### config.mk
export PLATFORM = sky130hd
export DESIGN_NAME = adc_tp_out
export DESIGN_NICKNAME = d
export VERILOG_FILES = /design/src/rtl/adc_tp_pkg.sv /design/src/rtl/adc_tp_prbs.sv /design/src/rtl/adc_tp_fmt.sv /design/src/rtl/adc_tp_out.sv
export SDC_FILE = /design/constraint.sdc
export NUM_CORES = 1
export LEC_CHECK = 0
export ABC_AREA = 1
export BUFFER_PORTS_ARGS = -buffer_cell sky130_fd_sc_hd__buf_2
export CORE_MARGIN = 4
export CORE_UTILIZATION = 57
export CTS_CLUSTER_SIZE = 28
export DETAILED_ROUTE_END_ITERATION = 7
export GPL_ROUTABILITY_DRIVEN = 0
export GPL_TIMING_DRIVEN = 0
export HOLD_SLACK_MARGIN = 0.08
export PLACE_DENSITY = 0.82
export SETUP_SLACK_MARGIN = 0.02
export SLEW_MARGIN = 20
export SYNTH_ARGS = -nofsm -noshare
export SYNTH_HDL_FRONTEND = slang
export SYNTH_SLANG_ARGS = --single-unit
### constraint.sdc
create_clock -name clk -period 1.65 [get_ports clk]
set_input_delay 0.0825 -clock clk [delete_from_list [all_inputs] [get_ports clk]]
set_output_delay 0.0825 -clock clk [all_outputs]
set_load 0.005 [all_outputs]
### src/rtl/adc_tp_pkg.sv
package adc_tp_pkg;

    typedef enum logic [3:0] {
        TM_NORMAL  = 4'd0,
        TM_MID     = 4'd1,
        TM_POSFS   = 4'd2,
        TM_NEGFS   = 4'd3,
        TM_CHECKER = 4'd4,
        TM_PN23    = 4'd5,
        TM_PN9     = 4'd6,
        TM_TOGGLE  = 4'd7
    } tmode_e;

    typedef enum logic [1:0] {
        FMT_OBIN = 2'd0,
        FMT_TWOS = 2'd1,
        FMT_GRAY = 2'd2,
        FMT_RSVD = 2'd3
    } ofmt_e;

endpackage

### src/rtl/adc_tp_prbs.sv
// Fibonacci pseudo-random generator with a history long enough to supply
// OUT_W of the most recently shifted bits.
module adc_tp_prbs #(
    parameter int unsigned ORDER = 9,
    parameter int unsigned TAP   = 5,
    parameter int unsigned OUT_W = 10
) (
    input  logic             clk,
    input  logic             rst,
    input  logic             hold,
    input  logic             adv,
    output logic [OUT_W-1:0] word_o
);
    localparam int unsigned LEN = (ORDER > OUT_W) ? ORDER : OUT_W;

    logic [LEN-1:0] sr_d, sr_q;
    logic           fb;

    always_comb begin
        fb   = sr_q[ORDER-1] ^ sr_q[TAP-1];
        sr_d = sr_q;
        if (hold) begin
            sr_d = '1;
        end else if (adv) begin
            sr_d = {sr_q[LEN-2:0], fb};
        end
        word_o = hold ? '1 : sr_q[OUT_W-1:0];
    end

    always_ff @(posedge clk) begin
        if (rst) begin
            sr_q <= '1;
        end else begin
            sr_q <= sr_d;
        end
    end

endmodule

### src/rtl/adc_tp_fmt.sv
// Number-format stage followed by optional inversion; purely combinational.
module adc_tp_fmt
    import adc_tp_pkg::*;
#(
    parameter int unsigned W = 10
) (
    input  logic [W-1:0] obin_i,
    input  logic [1:0]   fmt_i,
    input  logic         inv_i,
    output logic [W-1:0] word_o
);
    logic [W-1:0] conv;

    always_comb begin
        case (fmt_i)
            FMT_TWOS: conv = {~obin_i[W-1], obin_i[W-2:0]};
            FMT_GRAY: conv = obin_i ^ (obin_i >> 1);
            default:  conv = obin_i;
        endcase
        word_o = inv_i ? ~conv : conv;
    end

endmodule

### src/rtl/adc_tp_out.sv
module adc_tp_out
    import adc_tp_pkg::*;
#(
    parameter int unsigned W        = 10,
    parameter int unsigned PN_A_ORD = 9,
    parameter int unsigned PN_A_TAP = 5,
    parameter int unsigned PN_B_ORD = 23,
    parameter int unsigned PN_B_TAP = 18
) (
    input  logic         clk,
    input  logic         rst,
    input  logic [W-1:0] smp_i,
    input  logic         smp_vld_i,
    input  logic [3:0]   mode_i,
    input  logic [1:0]   fmt_i,
    input  logic         inv_i,
    input  logic         pn9_rst_i,
    input  logic         pn23_rst_i,
    output logic [W-1:0] dout_o,
    output logic         dout_vld_o
);
    function automatic logic [W-1:0] alt_word();
        logic [W-1:0] w;
        for (int i = 0; i < int'(W); i++) begin
            w[i] = (i % 2 == 0);
        end
        return w;
    endfunction

    localparam logic [W-1:0] CB_FIRST = alt_word();
    localparam logic [W-1:0] MID_CODE = {1'b1, {(W-1){1'b0}}};

    typedef struct packed {
        logic [W-1:0] dout;
        logic         vld;
        logic [3:0]   pm;
        logic         ph;
    } st_t;

    st_t          st_d, st_q;
    logic [W-1:0] pn_a_word, pn_b_word;
    logic [W-1:0] sel_ob, fmt_word;
    logic         ph_cur, is_test;

    adc_tp_prbs #(.ORDER(PN_A_ORD), .TAP(PN_A_TAP), .OUT_W(W)) u_pn_a (
        .clk    (clk),
        .rst    (rst),
        .hold   (pn9_rst_i),
        .adv    (mode_i == TM_PN9),
        .word_o (pn_a_word)
    );

    adc_tp_prbs #(.ORDER(PN_B_ORD), .TAP(PN_B_TAP), .OUT_W(W)) u_pn_b (
        .clk    (clk),
        .rst    (rst),
        .hold   (pn23_rst_i),
        .adv    (mode_i == TM_PN23),
        .word_o (pn_b_word)
    );

    adc_tp_fmt #(.W(W)) u_fmt (
        .obin_i (sel_ob),
        .fmt_i  (fmt_i),
        .inv_i  (inv_i),
        .word_o (fmt_word)
    );

    // Pattern selection: a change of mode restarts the alternating patterns.
    always_comb begin
        ph_cur  = (mode_i != st_q.pm) ? 1'b0 : st_q.ph;
        is_test = !mode_i[3] && (mode_i[2:0] != 3'd0);
        case (mode_i)
            TM_MID:     sel_ob = MID_CODE;
            TM_POSFS:   sel_ob = '1;
            TM_NEGFS:   sel_ob = '0;
            TM_CHECKER: sel_ob = ph_cur ? ~CB_FIRST : CB_FIRST;
            TM_PN23:    sel_ob = pn_b_word;
            TM_PN9:     sel_ob = pn_a_word;
            TM_TOGGLE:  sel_ob = ph_cur ? '0 : '1;
            default:    sel_ob = smp_i;
        endcase
    end

    always_comb begin
        st_d      = st_q;
        st_d.dout = fmt_word;
        st_d.vld  = is_test ? 1'b1 : smp_vld_i;
        st_d.pm   = mode_i;
        st_d.ph   = ~ph_cur;
    end

    always_ff @(posedge clk) begin
        if (rst) begin
            st_q <= '0;
        end else begin
            st_q <= st_d;
        end
    end

    assign dout_o     = st_q.dout;
    assign dout_vld_o = st_q.vld;

endmodule

==> flow_summary_export.csv, run 1 <==
group,metric,value,unit
floorplan,ios,33,
global_route,grt_first_pass_wirelength,9900,um
synthesis,synthesis.nets,423,
synthesis,synth_largest_area_cell,"dfxtp_1",
worst_setup_path,critPathMaxStageDelay,0.32,ns
sta,final-setup-viol-count,5,
global_route,antenna_found_initial,0,
sta,max_freq,0.584,GHz
clock_network,clockBufferDepth,2,
synthesis,ys_seq_area_frac,0.382,
worst_setup_path,crit_buf_inv,1,
clock_network,htree_levels,2,
job,maxCapViolations,0,
worst_setup_path,cp_max_fo,5,
drt,wl_per_cell,11.7,um
floorplan,die_x,75.1,um
drt,route.detailed.drc,0,
sta,final_period_minus_worst_setup_slack,1.71,ns
clock_network,cts_tree,"yes",
worst_setup_path,cp_slowest_cell,"dfxtp_1",
cells_and_area,drive_above_1_share,0.240,
floorplan,core_area,4350,sq um
worst_setup_path,worstReg2RegStart,"st_q[3]",
sta,worst_slew_pin_slew,0.612,ns
synthesis,avgSynthCellArea,6.44,sq um
clock_network,clk-insertion-delay-late,0.31,ns
drt,routed_via_density,5.19,
floorplan,floorplan.initialDensity,0.590,
sta,rsz0062_at_grt,"true",
clock_network,clk_pin_slew,0.09,ns
worst_setup_path,critPathRequiredTime,1.85,ns
power_and_ir_drop,peakVddDrop,0.000529,V
outcome,status,"finished, violations left",
sta,final_max_slew_viol_count,0,
power_and_ir_drop,p_leak,1.65,nW
clock_network,cts_buffers,5,
clock_network,ctsRootBufferMaster,"clkbuf_8",
drt,initialDrtViolationCount,150,
place,hpwl,4040,um
power_and_ir_drop,powerDensity,851,nW/um^2
drt,detail-route-antenna-nets,0,
worst_setup_path,endpoint_kind,"flop",
cells_and_area,stdcell_count,497,
outcome,failed_checks,"setup timing",
synthesis,yosys_warnings,0,
floorplan,die_area,5650,sq um
sta,finClkSkew,0.00483,ns
worst_setup_path,path_cells,"xnor2_1, nand4_1, nand3_1, nand2_2, inv_2, nand2_2, nand3_2, nand3_2, nand2_1, nor2_1",
sta,min_period_over_period,1.04,
synthesis,netlist-cell-type-count,27,
clock_network,cts_sinks,49,
global_route,grt.total_usage,0.221,
worst_setup_path,cp_top_family,"simple AND/OR/NAND/NOR gates",
global_route,grt-ovfl-total,0,
cells_and_area,synthToLayoutAreaGrowth,20.8,%
synthesis,ys_seq_elements,49,
cells_and_area,design_area,3100,sq um
drt,dr.pass1.iters,4,
worst_setup_path,critPathKind,"reg2reg",
worst_hold_path,hold_path.class,"in2reg",
cells_and_area,nets,469,
synthesis,netlist_instances,399,
sta,finalHoldViolCount,0,
synthesis,syn-cell-area,2570,sq um
cells_and_area,num_antenna_cells,0,
place,port_buffers,30,
place,dp_slack,-0.0478,ns
floorplan,num_rows,24,
place,placed_area,2790,sq um
drt,vias,2580,
place,placed_cells,481,
floorplan,fp.dieH,75.1,um
worst_setup_path,startpoint,"st_q[3]",
worst_setup_path,cp.arrival,1.92,ns
global_route,grt_pass1_vias,2380,
worst_setup_path,critPathLaunchType,"flop",
synthesis,ys_top_cells_by_area,"dfxtp_1 38%, nand2_1 19%, nand3_1 14%",
synthesis,synth.top_cell.area_share,0.382,
sta,worst_slack,-0.0627,ns
sta,slew_headroom,0.590,
drt,routed_wl,5830,um
sta,finalSetupTns,-0.123,ns
worst_hold_path,min-delay-start,"pn23_rst_i",
power_and_ir_drop,fin_total_pwr,2.64,mW
global_route,grt_max_degree,16,
cell usage after synthesis:
cell	n
o21ai_1	3
ha_1	2
inv_2	12
buf_6	1
o2111ai_1	1
clkinv_1	1
nand2_2	4
nor2_2	2
o211ai_1	5
clkbuf_1	9
xnor2_1	2
nand4_1	2
xor2_1	1
nand3_1	71
o21ai_2	1
a21oi_1	12
buf_1	2
nand3_4	1
nand2_1	128
inv_4	1
buf_4	10
nor2_1	48
buf_2	1
inv_1	28
nand2_8	1
dfxtp_1	49
nor2_4	1
layout by cell type, fill, tap and decap left out, drive strengths merged:
cell,synthesis,routed
xnor2,2,2
bufinv,0,1
nor2,51,51
clkbuf,9,14
dfxtp,49,49
buf,14,46
ha,2,2
nand2,133,134
o211ai,5,5
o21ai,4,4
nand4,2,2
clkinv,1,1
a21oi,12,12
xor2,1,1
dlygate4sd3,0,6
inv,41,42
nand3,72,72
o2111ai,1,1
state kept, by name (all words and copies together) (netlist names):
| name | flops |
|---|---|
| dout_vld_o | 1 |
| u_pn_b.sr_q | 23 |
| u_pn_a.sr_q | 10 |
| dout_o | 10 |
| st_q | 5 |
final cells by class:
cell class | instances | area (sq um)
clock inverters | 2 | 38.8
clock buffers | 5 | 68.8
multi-input cells | 286 | 1430
repair buffers | 38 | 225
inverters | 42 | 160
flip-flops and latches | 49 | 983
well taps | 52 | 65.1
fillers | 356 | 1250
plain buffers | 23 | 133
where the power goes:
group	switching, mW	internal (mW)	leakage (nW)
Combinational	0.320	0.211	1.19
Clock	0.417	0.449	0.0546
Sequential	0.0166	1.23	0.402
path summary, 6_finish.rpt:
path / endpoint / slack (ns) / cells past startpoint
setup / recovery: dout_o[0] / -0.06 / 10
hold / removal: u_pn_b.sr_q[6] / 0.13 / 3
setup reg to reg: dout_o[0] / -0.06 / 10
hold reg to reg: u_pn_b.sr_q[1] / 0.46 / 2
worst reg2reg max path: cells and delay by family (launching register included):
| family | cells | cell delay (ns) |
|---|---|---|
| buffers and inverters | 1 | 0.08 |
| xor gates and xnor gates | 1 | 0.27 |
| and+or+nand+nor | 8 | 0.95 |
| DFF | 1 | 0.32 |
cell families (layout without fill, tap and decap cells):
logic type               after synthesis  in the layout  share of synthesized area
AO/OA/AOI/OAI                         22             22                     0.0506
XOR/XNOR                               3              3                     0.0102
adder cells (fa/ha/maj)                2              2                    0.00974
buffers and inverters                 65            110                      0.114
flip-flops                            49             49                      0.382
AND/OR/NAND/NOR                      258            259                      0.434
timing repair:
| action | in CTS | in global routing |
|---|---|---|
| cloned | 1 | 0 |
| setup endpoints to repair | 8 | 10 |
| resized for setup | 8 | 30 |
| setup buffers | 1 | 1 |
| pin swaps | 4 | 22 |
| hold buffers | 6 | 0 |
| hold endpoints to repair | 6 | 0 |
metrics by stage:
stage | hold slack (ns) | util
finish | 0.129 | 0.713
global route | 0.156 | 0.713
CTS | 0.130 | 0.687
detailed placement | 0.332 | 0.640
global placement | 0.325 | 0.640
floorplan | 0.204 | -
layer usage:
metal  global-route usage  wire length (um)  vias to the layer above
li1                     -                 -                     1341
met5                    0                 0                        -
met4               0.0621                70                        0
met3               0.0401               294                        9
met1                0.292              2670                     1175
met2                0.368              2800                       55
No activity file was read; power rests on OpenSTA's default activity.
==> run 2: changes to the inputs <==
Settings changed: CORE_ASPECT_RATIO set to 1.2.
==> flow_summary_export.csv, run 2 (synthesis results as in run 1) <==
group,metric,value,unit
outcome,status,"finished, violations left",
outcome,failed_checks,"setup timing",
worst_setup_path,critPathLaunchType,"flop",
power_and_ir_drop,p_leak,1.64,nW
worst_setup_path,cp_top_family,"simple AND/OR/NAND/NOR gates",
floorplan,fp.dieH,81.6,um
cells_and_area,fill_cells,363,
sta,min_period_over_period,1.00,
worst_setup_path,crit_top_cell,"nand2_2",
clock_network,cts_sinks,49,
cells_and_area,final_cell_mix,"112 x nand2_1, 60 x nand3_1, 46 x nor2_1, 46 x dfxtp_1, 31 x buf_2",
sta,rsz0062_at_grt,"true",
power_and_ir_drop,fin_total_pwr,2.48,mW
floorplan,core_area,4290,sq um
cells_and_area,synthToLayoutAreaGrowth,21.0,%
global_route,grt.total_usage,0.218,
clock_network,clk-insertion-delay-late,0.30,ns
worst_setup_path,cp_max_fo,5,
worst_hold_path,hold-path-cell-count,3,
cells_and_area,drive_above_1_share,0.261,
worst_setup_path,critPathRequiredTime,1.85,ns
worst_setup_path,cp_slowest_cell,"dfxtp_2",
clock_network,clockBufferDepth,2,
floorplan,die_area,5650,sq um
worst_setup_path,critPathKind,"reg2reg",
worst_setup_path,endpoint_kind,"flop",
sta,final_max_slew_viol_count,0,
drt,route.detailed.drc,0,
sta,worst_slack,-0.00333,ns
drt,wl_per_cell,11.8,um
worst_hold_path,hold_path.class,"in2reg",
power_and_ir_drop,peakVddDrop,0.000722,V
cells_and_area,regMostFlops,"u_pn_b.sr_q",
global_route,grt-ovfl-total,0,
drt,initialDrtViolationCount,150,
clock_network,ctsRootBufferMaster,"clkbuf_8",
sta,final_period_minus_worst_setup_slack,1.65,ns
worst_setup_path,cp.arrival,1.85,ns
worst_setup_path,worstReg2RegStart,"st_q[2]",
drt,routed_wl,5920,um
drt,dr.pass1.iters,4,
clock_network,cts_buffers,5,
clock_network,cts_tree,"yes",
drt,vias,2539,
drt,detail-route-antenna-nets,0,
global_route,grt_max_degree,15,
worst_setup_path,reg2reg_slack,-0.003,ns
worst_setup_path,reg2reg_depth,14,
job,maxCapViolations,0,
cells_and_area,nets,468,
sta,finalHoldViolCount,0,
global_route,antenna_found_initial,0,
sta,slew_headroom,0.573,
worst_setup_path,critPathMaxStageDelay,0.34,ns
global_route,grt_first_pass_wirelength,10000,um
clock_network,clk_pin_slew,0.09,ns
drt,routed_via_density,5.07,
worst_hold_path,min_to,"dout_o[9]",
cells_and_area,seq_area,985,sq um
floorplan,num_rows,26,
power_and_ir_drop,powerDensity,797,nW/um^2
cells_and_area,multiInputGateArea,1460,sq um
worst_setup_path,path_cells,"inv_1, nand2_1, nand2_2, nor2_4, nand3_4, nand2_4, buf_6, nand3_2, nand2_2, inv_2, nand2_2, nand3_2, a21oi_1, nor2_1",
cells_and_area,num_antenna_cells,0,
floorplan,floorplan.initialDensity,0.598,
place,port_buffers,30,
floorplan,ios,33,
floorplan,die_x,69.3,um
worst_hold_path,min-delay-start,"inv_i",
global_route,grt_pass1_vias,2415,
place,hpwl,4190,um
sta,final-setup-viol-count,1,
sta,finClkSkew,0.00639,ns
sta,worst_slew_pin_slew,0.638,ns
clock_network,htree_levels,2,
cells_and_area,final_common_cell,"nand2_1",
cells_and_area,largest_reg_flops,23,
place,placed_cells,485,
cells_and_area,stdcell_count,501,
worst_setup_path,crit_buf_inv,3,
sta,max_freq,0.605,GHz
worst_setup_path,r2r-end,"dout_o[0]",
## run 2: cell count changes in the layout (fill, tap and decap cells not counted), sizes merged
cell         before  now
clkbuf           14   16
dlygate4sd3       6    4
buf              46   47
bufinv            1    0
clkinvlp          0    1
inv              42   41
## run 2: how the worst max path moves through the flow
stage | start | end | slack (ns) | cells past startpoint
final | st_q[2] | dout_o[0] | -0.003 | 14
after global routing | st_q[2] | dout_o[0] | -0.14 | 14
after CTS | st_q[3] | dout_o[5] | 0.02 | 10
after detailed placement | mode_i[0] | dout_o[5] | -0.12 | 12
after global placement | mode_i[0] | dout_o[5] | -0.10 | 12
after floorplan | st_q[2] | dout_o[2] | 0.20 | 13
## run 2: metal layers
layer	share of wire	global-route usage	routed length (um)	vias to the layer above
met3	0.026	0.0441	153	14
met1	0.43	0.249	2550	1142
met4	0.024	0.107	144	0
met2	0.52	0.392	3070	42
li1	-	-	-	1341
met5	0	0	0	-
## run 2: power by group
| part | switching [mW] | total [mW] | internal, mW | leakage (nW) |
|---|---|---|---|---|
| Combinational | 0.323 | 0.535 | 0.212 | 1.20 |
| Sequential | 0.0177 | 1.25 | 1.23 | 0.403 |
| Clock | 0.396 | 0.697 | 0.301 | 0.0385 |
## run 2: area by class of cell
cell class | instances | share of cell area
Inverter | 42 | 0.0515
Clock inverter | 1 | 0.00241
Clock buffer | 7 | 0.0245
Buffer | 23 | 0.0427
Sequential cell | 49 | 0.317
Timing Repair Buffer | 37 | 0.0696
Multi-Input combinational cell | 286 | 0.470
Tap cell | 56 | 0.0225
## run 2: metrics by stage
stage / worst slack (ns) / instance area [sq um] / utilization / setup TNS, ns / hold WS, ns
after global routing: -0.143 / 3110 / 0.724 / -0.778 / 0.0912
final: -0.00333 / 3110 / 0.724 / -0.00333 / 0.0904
after detailed placement: -0.116 / 2790 / 0.650 / -0.716 / 0.331
after global placement: -0.105 / 2790 / 0.650 / -0.544 / 0.325
after CTS: 0.0234 / 2960 / 0.690 / 0 / 0.0852
after floorplan: 0.200 / 2570 / - / 0 / 0.204
## run 2: timing repair
| item | CTS | global route |
|---|---|---|
| pin swaps | 4 | 19 |
| setup endpoints to repair | 10 | 10 |
| endpoints found under the hold margin | 4 | 0 |
| cloned | 1 | 0 |
| buffers inserted | 2 | 1 |
| resized for setup | 6 | 42 |
| hold buffers | 4 | 0 |
## run 2: tightest hold or removal path, stage by stage
cell    delay, ns
buf_2        0.13
xor2_1       0.08
nor2_1       0.07
==> run 3: changes to the inputs <==
Settings changed: ABC_AREA 1 to not set, CORE_UTILIZATION 57 to 54, CTS_BUF_LIST set to sky130_fd_sc_hd__clkbuf_2 sky130_fd_sc_hd__clkbuf_4 sky130_fd_sc_hd__clkbuf_8, PLACE_DENSITY 0.82 to 0.81.
Clock period 1.65 ns to 1.4 ns, I/O delays scaled along.
==> flow_summary_export.csv, run 3 <==
group,metric,value,unit
synthesis,netlist_instances,316,
floorplan,floorplan.initialDensity,0.573,
worst_setup_path,cp_max_fo,7,
global_route,grt_first_pass_wirelength,10100,um
cells_and_area,fill_cells,353,
place,port_buffers,31,
sta,final_max_slew_viol_count,0,
sta,finalHoldViolCount,0,
worst_setup_path,crit_buf_inv,1,
drt,dr.pass1.iters,5,
cells_and_area,largest_reg_flops,23,
power_and_ir_drop,peakVddDrop,0.000741,V
worst_setup_path,critPathMaxStageDelay,0.38,ns
sta,worst_slew_pin_slew,0.646,ns
global_route,grt_max_degree,16,
sta,min_period_over_period,1.48,
cells_and_area,num_antenna_cells,0,
global_route,antenna_found_initial,0,
clock_network,htree_levels,2,
synthesis,synth.top_cell.area_share,0.393,
sta,worst_slack,-0.678,ns
cells_and_area,multiInputGateArea,1490,sq um
synthesis,ys.flop_type,"dfxtp_1",
place,hpwl,4060,um
outcome,failed_checks,"setup timing",
floorplan,num_rows,26,
power_and_ir_drop,fin_total_pwr,3.00,mW
worst_hold_path,min-delay-start,"pn23_rst_i",
global_route,grt_pass1_vias,2247,
worst_setup_path,critPathRequiredTime,1.59,ns
clock_network,clockBufferDepth,2,
sta,final-setup-viol-count,10,
drt,met1Wirelength,2600,um
drt,top_layer,"met4",
sta,final_period_minus_worst_setup_slack,2.08,ns
drt,initialDrtViolationCount,268,
drt,routed_via_density,5.68,
global_route,grt-ovfl-total,0,
cells_and_area,drive_above_1_share,0.269,
sta,finalSetupTns,-5.85,ns
worst_setup_path,cp.arrival,2.27,ns
cells_and_area,final_common_cell,"nand2_1",
cells_and_area,regMostFlops,"u_pn_b.sr_q",
clock_network,cts_tree,"yes",
drt,wl_met2,3080,um
synthesis,synthArstFlopShare,0,
outcome,status,"finished, violations left",
clock_network,ctsRootBufferMaster,"clkbuf_8",
synthesis,netlist-cell-type-count,48,
drt,vias,2385,
drt,route.detailed.drc,0,
floorplan,ios,33,
worst_setup_path,startpoint,"st_q[2]",
worst_setup_path,endpoint_kind,"flop",
drt,detail-route-antenna-nets,0,
worst_setup_path,cp_slowest_cell,"a311o_1",
floorplan,die_area,5780,sq um
worst_hold_path,hold_path.class,"in2reg",
worst_setup_path,worstReg2RegStart,"st_q[2]",
synthesis,yosys_warnings,0,
drt,wl_met3,372,um
power_and_ir_drop,p_leak,1.39,nW
drt,routed_wl,6230,um
cells_and_area,design_area,3050,sq um
cells_and_area,final_cell_mix,"65 x nand2_1, 45 x dfxtp_1, 37 x nand3_1",
drt,wl_per_cell,14.8,um
global_route,grt.total_usage,0.216,
cells_and_area,synthToLayoutAreaGrowth,22.2,%
worst_setup_path,critPathLaunchType,"flop",
synthesis,synth_edf_count,0,
sta,finClkSkew,0.0119,ns
cells_and_area,nets,387,
synthesis,synthTopCellsByCount,"65 x nand2_1, 49 x dfxtp_1, 38 x nand3_1, 30 x nor2_1, 13 x mux2i_1",
floorplan,die_x,70.1,um
sta,max_freq,0.481,GHz
worst_setup_path,path_cells,"xnor2_2, nand4_2, o41ai_4, buf_6, and3_4, nor3_1, a311o_1, mux2i_1",
job,maxCapViolations,0,
place,dp_slack,-0.713,ns
clock_network,clk-insertion-delay-late,0.30,ns
place,placed_area,2740,sq um
synthesis,syn-cell-area,2500,sq um
synthesis,ys_top_cells_by_area,"dfxtp_1 39%, nand2_1 9.8%, nand3_1 7.6%",
floorplan,core_area,4360,sq um
sta,slew_headroom,0.568,
clock_network,cts_buffers,5,
synthesis,ys_seq_elements,49,
power_and_ir_drop,powerDensity,982,nW/um^2
sta,whs,0.133,ns
synthesis,synthesis.nets,340,
cells_and_area,seq_area,986,sq um
floorplan,fp.dieH,82.5,um
synthesis,synth.most_common_cell,"nand2_1",
clock_network,clk_pin_slew,0.10,ns
synthesis,ys_seq_area_frac,0.393,
worst_setup_path,cp_top_family,"compound AO/OA/AOI/OAI gates",
synthesis,avgSynthCellArea,7.90,sq um
clock_network,cts_sinks,49,
synthesis,synth_largest_area_cell,"dfxtp_1",
sta,rsz0062_at_grt,"true",
worst_setup_path,critPathKind,"reg2reg",
==> run 3: final cells by class <==
class	count	share of cell area
Inverter	4	0.00492
Clock buffer	6	0.0250
Sequential cell	49	0.323
Multi-Input combinational cell	234	0.487
Buffer	29	0.0533
Clock inverter	2	0.00492
Tap cell	56	0.0230
Timing Repair Buffer	40	0.0791
==> run 3: logic make-up (layout without fill, tap and decap cells) <==
group / after synthesis / count (layout) / synth area share
xor+xnor: 7 / 7 / 0.0276
buf+inv: 33 / 81 / 0.0701
simple gates: 166 / 166 / 0.311
compound gates: 46 / 46 / 0.137
mux: 13 / 13 / 0.0521
fa+ha+maj: 2 / 2 / 0.0100
flops: 49 / 49 / 0.393
==> run 3: layer usage <==
layer / vias to the layer above / global-route usage
met3: 23 / 0.0472
met4: 0 / 0.0805
met2: 97 / 0.380
li1: 1172 / -
met5: - / 0
met1: 1093 / 0.262
==> run 3: stage by stage <==
step,util,instances
floorplan,-,316
global placement,0.629,403
detailed placement,0.629,403
CTS,0.682,417
global route,0.700,420
finish,0.700,420
==> run 3: where the power goes <==
group          switching, mW  leakage [nW]  internal (mW)
Clock                  0.488        0.0408          0.372
Sequential            0.0238         0.403           1.45
Combinational          0.347         0.946          0.315
Total                  0.859          1.39           2.14
==> run 3: repair_timing <==
action	CTS	global route
endpoints found under the setup margin	10	30
gates resized for setup	16	17
hold endpoints to repair	3	0
hold buffers	3	0
pin swaps	12	10
buffers inserted	3	3
==> run 3: worst paths after layout <==
check	end	slack, ns	cells after the start
max	dout_o[5]	-0.68	8
min	u_pn_b.sr_q[7]	0.13	3
max reg2reg	dout_o[5]	-0.68	8
min reg2reg	u_pn_b.sr_q[20]	0.46	2
==> run 3: tightest hold or removal path, stage by stage <==
cell and delay (ns):
buf_2 0.14, nor2_1 0.11, nand3_1 0.08
